`config.mk`:
```
export PLATFORM = sky130hd
export DESIGN_NAME = rs_syndrome_calc
export DESIGN_NICKNAME = d
export VERILOG_FILES = /design/src/rtl/rs_syn_pkg.sv /design/src/rtl/rs_syn_cmul.sv /design/src/rtl/rs_syn_horner_cell.sv /design/src/rtl/rs_syn_zero_det.sv /design/src/rtl/rs_syndrome_calc.sv
export SDC_FILE = /design/constraint.sdc
export NUM_CORES = 1
export LEC_CHECK = 0
export BUFFER_PORTS_ARGS = -buffer_cell sky130_fd_sc_hd__buf_4
export CAP_MARGIN = 10
export CORE_ASPECT_RATIO = 0.5
export CORE_MARGIN = 5
export CORE_UTILIZATION = 59
export DETAILED_ROUTE_END_ITERATION = 10
export PLACE_DENSITY = 0.87
export SLEW_MARGIN = 30
export SYNTH_ARGS = -nofsm -noshare
export SYNTH_HDL_FRONTEND = slang
export SYNTH_SLANG_ARGS = --single-unit
```
`constraint.sdc`:
```
create_clock -name clk -period 3.1 [get_ports clk]
set_clock_uncertainty 0.15 [all_clocks]
set_input_delay 0.62 -clock clk [delete_from_list [all_inputs] [get_ports clk]]
set_output_delay 0.62 -clock clk [all_outputs]
set_load 0.05 [all_outputs]
```
`src/rtl/rs_syn_pkg.sv`:
```
package rs_syn_pkg;

    localparam int SYM_W      = 8;
    localparam int FIELD_POLY = 9'h11D;

    typedef logic [SYM_W-1:0] sym_t;

    // GF(2^8) product, shift-and-add with reduction on overflow
    function automatic sym_t gf_mul(input sym_t a, input sym_t b);
        logic [SYM_W:0] acc_sh;
        sym_t           res;
        res    = '0;
        acc_sh = {1'b0, a};
        for (int i = 0; i < SYM_W; i++) begin
            if (b[i]) res = res ^ acc_sh[SYM_W-1:0];
            acc_sh = acc_sh << 1;
            if (acc_sh[SYM_W]) acc_sh = acc_sh ^ FIELD_POLY[SYM_W:0];
        end
        return res;
    endfunction

    // alpha^e with alpha = 0x02
    function automatic sym_t alpha_pow(input int e);
        sym_t r;
        r = sym_t'(1);
        for (int i = 0; i < e; i++) r = gf_mul(r, sym_t'(2));
        return r;
    endfunction

endpackage

```
`src/rtl/rs_syn_cmul.sv`:
```
module rs_syn_cmul
    import rs_syn_pkg::*;
#(
    parameter int POW = 1
) (
    input  sym_t x_i,
    output sym_t y_o
);
    generate
        if (POW == 0) begin : g_unity
            // alpha^0 is one: the product is the input itself
            assign y_o = x_i;
        end else begin : g_matrix
            localparam sym_t COEF = alpha_pow(POW);
            sym_t cols [SYM_W];
            for (genvar b = 0; b < SYM_W; b++) begin : g_col
                assign cols[b] = gf_mul(COEF, sym_t'(1) << b);
            end
            always_comb begin
                y_o = '0;
                for (int b = 0; b < SYM_W; b++) begin
                    if (x_i[b]) y_o = y_o ^ cols[b];
                end
            end
        end
    endgenerate
endmodule

```
`src/rtl/rs_syn_horner_cell.sv`:
```
module rs_syn_horner_cell
    import rs_syn_pkg::*;
#(
    parameter int ROOT = 1
) (
    input  logic clk,
    input  logic rst_n,
    input  logic sym_vld,
    input  logic sym_first,
    input  sym_t sym_in,
    output sym_t acc_o,
    output sym_t acc_next_o
);
    typedef struct packed {
        sym_t acc;
    } cell_st_t;

    cell_st_t st_d, st_q;
    sym_t     scaled;
    sym_t     step_val;

    rs_syn_cmul #(.POW(ROOT)) u_cmul (
        .x_i (st_q.acc),
        .y_o (scaled)
    );

    always_comb begin
        st_d     = st_q;
        step_val = sym_first ? sym_in : (scaled ^ sym_in);
        if (sym_vld) st_d.acc = step_val;
    end

    always_ff @(posedge clk) begin
        if (!rst_n) st_q <= '0;
        else        st_q <= st_d;
    end

    assign acc_o      = st_q.acc;
    assign acc_next_o = step_val;

    AST_SOP_LOAD: assert property (@(posedge clk) disable iff (!rst_n)
        (sym_vld && sym_first) |=> (acc_o == $past(sym_in)));

    AST_GAP_HOLD: assert property (@(posedge clk) disable iff (!rst_n)
        !sym_vld |=> $stable(acc_o));

    generate
        if (ROOT == 0) begin : g_par_chk
            AST_S0_PARITY: assert property (@(posedge clk) disable iff (!rst_n)
                (sym_vld && !sym_first) |=> (acc_o == ($past(acc_o) ^ $past(sym_in))));
        end
    endgenerate
endmodule

```
`src/rtl/rs_syn_zero_det.sv`:
```
module rs_syn_zero_det #(
    parameter int NUM_SYN = 6,
    parameter int SYM_W   = 8
) (
    input  logic [NUM_SYN*SYM_W-1:0] syn_i,
    output logic                     all_zero_o
);
    logic [NUM_SYN-1:0] nz;
    for (genvar j = 0; j < NUM_SYN; j++) begin : g_nz
        assign nz[j] = |syn_i[j*SYM_W +: SYM_W];
    end
    assign all_zero_o = ~|nz;
endmodule

```
`src/rtl/rs_syndrome_calc.sv`:
```
module rs_syndrome_calc
    import rs_syn_pkg::*;
#(
    parameter int NUM_SYN = 6
) (
    input  logic                     clk,
    input  logic                     rst_n,
    input  logic                     in_valid,
    input  logic                     in_sop,
    input  logic                     in_eop,
    input  logic [SYM_W-1:0]         in_sym,
    output logic                     out_done,
    output logic                     out_clean,
    output logic [NUM_SYN*SYM_W-1:0] out_syn
);
    localparam int SYN_BITS = NUM_SYN * SYM_W;

    typedef struct packed {
        logic                done;
        logic                clean;
        logic [SYN_BITS-1:0] syn;
    } out_st_t;

    out_st_t             out_d, out_q;
    logic [SYN_BITS-1:0] next_all;
    logic [SYN_BITS-1:0] held_all;
    logic                next_zero;
    logic                capture;

    for (genvar j = 0; j < NUM_SYN; j++) begin : g_cell
        rs_syn_horner_cell #(.ROOT(j)) u_cell (
            .clk        (clk),
            .rst_n      (rst_n),
            .sym_vld    (in_valid),
            .sym_first  (in_sop),
            .sym_in     (in_sym),
            .acc_o      (held_all[j*SYM_W +: SYM_W]),
            .acc_next_o (next_all[j*SYM_W +: SYM_W])
        );
    end

    rs_syn_zero_det #(.NUM_SYN(NUM_SYN), .SYM_W(SYM_W)) u_zdet (
        .syn_i      (next_all),
        .all_zero_o (next_zero)
    );

    assign capture = in_valid && in_eop;

    always_comb begin
        out_d      = out_q;
        out_d.done = capture;
        if (capture) begin
            out_d.syn   = next_all;
            out_d.clean = next_zero;
        end
    end

    always_ff @(posedge clk) begin
        if (!rst_n) out_q <= '0;
        else        out_q <= out_d;
    end

    assign out_done  = out_q.done;
    assign out_clean = out_q.clean;
    assign out_syn   = out_q.syn;

    AST_CLEAN_MATCH: assert property (@(posedge clk) disable iff (!rst_n)
        out_done |-> (out_clean == (out_syn == '0)));

    AST_DONE_AFTER_EOP: assert property (@(posedge clk) disable iff (!rst_n)
        (in_valid && in_eop) |=> out_done);

    AST_DONE_ONLY_EOP: assert property (@(posedge clk) disable iff (!rst_n)
        !(in_valid && in_eop) |=> !out_done);

    AST_RESULT_HOLD: assert property (@(posedge clk) disable iff (!rst_n)
        !(in_valid && in_eop) |=> ($stable(out_syn) && $stable(out_clean)));

    AST_CAPTURE_NEXT: assert property (@(posedge clk) disable iff (!rst_n)
        (in_valid && in_eop) |=> (out_syn == $past(next_all)));
endmodule

```
=== After elaboration in Yosys (flattened, before gate mapping) ===
Cells that the tools add are included.

* Bitwise logic cells: 41
* Reduce and logical (&&, ||, !) cells: 3
* Muxes and demuxes: 46

{| class="wikitable"
|+ Operators with widths
! cell !! number
|-
| 8-bit 2-to-1 mux || 14
|-
| 7-bit 2-to-1 mux || 8
|-
| 4-bit inverter || 14
|-
| 6-bit 2-to-1 mux || 9
|-
| 48-bit OR reduction || 1
|-
| 8-bit XOR || 6
|-
| 5-bit 2-to-1 mux || 9
|-
| 1-bit inverter (first input constant) || 20
|-
| 4-bit 2-to-1 mux || 3
|-
| 3-bit 2-to-1 mux || 2
|-
| 5-bit inverter || 1
|-
| 2-bit 2-to-1 mux || 1
|-
| 1-bit logical AND || 1
|-
| 1-bit logical NOT || 1
|}

* Output and inout bits: 50
* Word-level logic and storage cells: 99
* Flip-flop bits (word level): 98

=== Logic depth before layout (Yosys ltp) ===
* Depth after elaboration: 17
* Gate-level depth with buffers: 9

=== Cells and area by module ===
Synthesis repeated with hierarchy kept, for this count alone.

* Cells, all modules: 657
* Area, all modules: 5980.7 sq um

{| class="wikitable"
|+ Modules (own cells, without submodules)
! module !! area an instance (sq um) !! instances !! sequential area each (sq um) !! cells each
|-
| rs_syn_horner_cell || 565.5 || 6 || 160.2 || 59
|-
| rs_syndrome_calc || 1935.6 || 1 || 1001.0 || 227
|-
| rs_syn_cmul at g_cell[5].u_cell.u_cmul || 120.1 || 1 || 0.0 || 13
|-
| rs_syn_cmul at g_cell[4].u_cell.u_cmul || 110.1 || 1 || 0.0 || 12
|-
| rs_syn_zero_det || 110.1 || 1 || 0.0 || 16
|-
| rs_syn_cmul at g_cell[2].u_cell.u_cmul || 95.1 || 1 || 0.0 || 8
|-
| rs_syn_cmul at g_cell[3].u_cell.u_cmul || 92.6 || 1 || 0.0 || 11
|-
| rs_syn_cmul at g_cell[1].u_cell.u_cmul || 63.8 || 1 || 0.0 || 8
|-
| rs_syn_cmul at g_cell[0].u_cell.u_cmul || 60.1 || 1 || 0.0 || 8
|}

=== Worst setup path before layout ===
OpenSTA, ideal clock, no wires.

* Kind: input -> register
* From: input port in_sym[2]
* To: register out_q, in the netlist out_clean
* Data arrival time: 1945 ps
* Setup time: 59 ps
* Stages on the path: 8
* Setup slack: 946 ps
* Buffers on the path: 1
* Required time: 2891 ps
* Cell sequence: buf_6 xor2_2 or3b_1 o311ai_1 and2_1 o2111ai_1 nor4_1 a31o_1

* Cells in the longest elaborated chain, start to end: 4
* Elaborated cells between the ends (all ways): 14

{| class="wikitable"
|+ Ends and longest elaborated chain
! what !! line !! text
|-
| start: declaration || rs_syndrome_calc.sv:11 || <nowiki>input logic [SYM_W-1:0] in_sym,</nowiki>
|-
| 8-bit XOR || rs_syn_horner_cell.sv:29 || <nowiki>step_val = sym_first ? sym_in : (scaled ^ sym_in);</nowiki>
|-
| 8-bit 2-to-1 mux || rs_syn_horner_cell.sv:29 ||
|-
| 48-bit OR reduction * || rs_syn_zero_det.sv:12 || <nowiki>assign all_zero_o = ~|nz;</nowiki>
|-
| 1-bit logical NOT * || rs_syn_zero_det.sv:12 ||
|-
| end signal: assignment || rs_syndrome_calc.sv:60 || <nowiki>else out_q <= out_d;</nowiki>
|-
| end: declaration || rs_syndrome_calc.sv:24 || <nowiki>out_st_t out_d, out_q;</nowiki>
|}

Mark *: on every way between the ends. The rest lies on a longest branch, timed or not.
A chain may end at the register's enable or synchronous reset.

=== Worst setup path in the final report ===
* From: input port in_sop
* To: register out_q, in the netlist out_clean

* Cells in the longest elaborated chain, start to end: 3
* Elaborated cells between the ends (all ways): 8

{| class="wikitable"
|+ Ends and longest elaborated chain
! what !! line !! text
|-
| start: declaration || rs_syndrome_calc.sv:9 || <nowiki>input logic in_sop,</nowiki>
|-
| 8-bit 2-to-1 mux || rs_syn_horner_cell.sv:29 ||
|-
| 48-bit OR reduction * || rs_syn_zero_det.sv:12 ||
|-
| 1-bit logical NOT * || rs_syn_zero_det.sv:12 ||
|}

Marks and branches as above.

==> metrics.cfg <==
[timing]
slew_violations=0
fin_crit_sh_pct=73.4
setup_slack_ps=826
setup_viol=0
rsz0062_at_grt=false
period_minus_slack_ps=2270
worst_slew_pin_slew_ps=646
fin_tns_setup_ps=0
relSlewSlack_pct=56.9
final-hold-violation-count=0
max_freq_ghz=0.440

[logic_synthesis]
synthAdderAreaFrac_pct=0
yosysSeqAreaShare_pct=36.3
ys_warn_count=0
ys_ff_latch=98
synth_xor_area_share_pct=14.7
synthTopCellsByArea=dfxtp_1, o211a_1, xnor2_1, nand2_1, nor2b_1
async_flop_share_pct=0
yosysTopAreaCellShare_pct=36.3
synth-compound-area-share_pct=23.6
synthMuxAreaShare_pct=0.370
synthSimpleGateAreaFrac_pct=18.9
synth.distinct_cells=51
avgSynthCellArea_sq_um=8.60
syn_inst=629
syn_nets=642
synth-edff-count=0
synth_area_leader_cell=dfxtp_1
synth_ff_type=dfxtp_1
synth_top_family_by_area=compound AO/OA/AOI/OAI gates
synth.cell_area_sq_um=5410

[finish]
final_cell_mix=nand2_1, dfxtp_1, o211a_1
mostFrequentLayoutCell=nand2_1
syn_to_final_growth_pct=11.6
finalNonFillerCells=762
n_antenna_cell=0
nets=656
postLayoutCoreUtil_pct=68.4
final_layout_size_suffix_gt1_share_pct=13.2

[placement]
place.gp.congestion=0.951
pre_cts_slack_ps=504
dp_hpwl_um=8780
io_buffers=62
place_inst=749

[setup_path]
cp_max_fo=60
path_class=input port to register
worstPathCellList=buf_4 -> nor2b_1 -> xnor2_1 -> nand3_1 -> nor4_1 -> nand3b_1 -> nor4_1 -> a31o_1
cpPeakStageDelay_ps=460
endpoint_kind=register
path_buf_inv=1
critPathLaunchType=input port
required_ps=3240
crit_family=simple AND/OR/NAND/NOR gates
reg2reg_slack_ps=850
r2r_cells=7
cp_slowest_cell=buf_4
cp_common_cell=nor4_1
arrival_ps=2420
path_depth=8

[routing]
wl_per_cell_um=17.5
via_per_inst=5.98
drc=0
postRouteWirelength_um=13300
drtIter0Drc=524
route.vias.total=4557
ant_nets=0
drt_first_pass_iters=6

[clock_network]
h-tree-depth=3
cts_num_sinks=98
cts.clk_slew.worst_paths_ps=60
cts_root_buf=clkbuf_16
cts_resized=0
numCtsBuffers=9
cts_tree=built
ctsHoldBuffers=0
clk_latency_ps=350
cts_setup_buffers=0
clockBufferDepth=2

[pwr]
p_leak_nw=3.02
p_comb_share_pct=26.6
p_per_area_nw_per_um2=574
power.switching_mw=1.13
internal_power_mw=2.34
max-vdd-ir-drop_mv=0.289
clockPowerShare_pct=31.4
seqPwrFrac_pct=42.0
p_sw_share_pct=32.5
finalPower_mw=3.47

[global_routing]
grt_pass1_wl_um=21800
grt_use_met2_pct=34.0
met1_usage_pct=33.9
antenna_found_initial=0
met3_usage_pct=6.93
grt-busiest-layer=met2
grt_max_degree=98
first_global_vias=4193
grt_overflow=0
grt_usage_pct=23.7

[die]
ioPinCount=63
die-area_sq_um=11300
rows=24
core_area_sq_um=8830
start_util_pct=61.3
die_x_um=145
die_y_um=77.7

[worst_hold_path]
hold_class=register to register
worstHoldPathCells=1

[flow_run]
drv_cap=0

[run_status]
status=finished, final reports clean

[cell usage after synthesis, drive strengths merged (2+ instances only)]
master,instances
o211a,87
a32oi,2
dfxtp,98
o32ai,2
nor3,4
buf,30
a21oi,14
nor2b,32
nand3,3
nand2,102
xnor2,76
xor2,14
nand2b,3
clkbuf,35
a31oi,7
nor4,6
o21ai,23
o22ai,2
nand4,5
mux2i,2
nand3b,3
nor2,50
and2,4
nor4bb,5
[cells by family (layout without fill, tap and decap cells)]
kind of cell | after synthesis | count (layout)
and+or+nand+nor | 221 | 221
AOI/OAI and AO/OA | 152 | 152
DFF | 98 | 98
xor gates and xnor gates | 90 | 90
buffers and inverters | 66 | 82
muxes | 2 | 2
[power by group through the flow]
stage / sequential, mW / clock, mW / combinational, mW
after floorplan: 1.60 / 0 / 0.568
after global placement: 1.48 / 0 / 0.883
after detailed placement: 1.48 / 0 / 0.901
after CTS: 1.45 / 1.11 / 0.913
after global routing: 1.47 / 1.16 / 0.993
final: 1.46 / 1.09 / 0.922
[sequential cells by signal (all words and copies together), names as in the netlist]
| register | flops |
|---|---|
| out_syn | 48 |
| out_clean | 1 |
| g_cell.u_cell.acc_o | 48 |
| out_done | 1 |
[final timing paths]
| kind | start | to |
|---|---|---|
| worst min-delay path | out_syn[23] | out_syn[23] |
| worst max register to register | g_cell[3].u_cell.acc_o[5] | out_clean |
| worst max-delay path | in_sop | out_clean |
| worst min register to register | out_syn[23] | out_syn[23] |
[per-layer routing]
layer / wire (um) / vias up
li1: - / 2199
met4: 232 / 0
met2: 5490 / 180
met1: 6420 / 2155
met3: 1190 / 23
met5: 0 / -
[layout make-up]
type / instances / area (sq um)
multi-input combinational: 465 / 3120
fill: 709 / 2790
sequential: 98 / 1960
clock inverter: 3 / 42.5
clock buffer: 10 / 239
inverter: 1 / 3.75
timing repair buffer: 68 / 523
tap: 117 / 146
[stage by stage]
stage                     hold slack (ps)  cell area, sq um
after floorplan                       318              5410
after global placement                330              5750
after detailed placement              337              5750
after CTS                             352              6040
after global routing                  363              6040
final                                 347              6040
(Power assumes the default switching activity.)
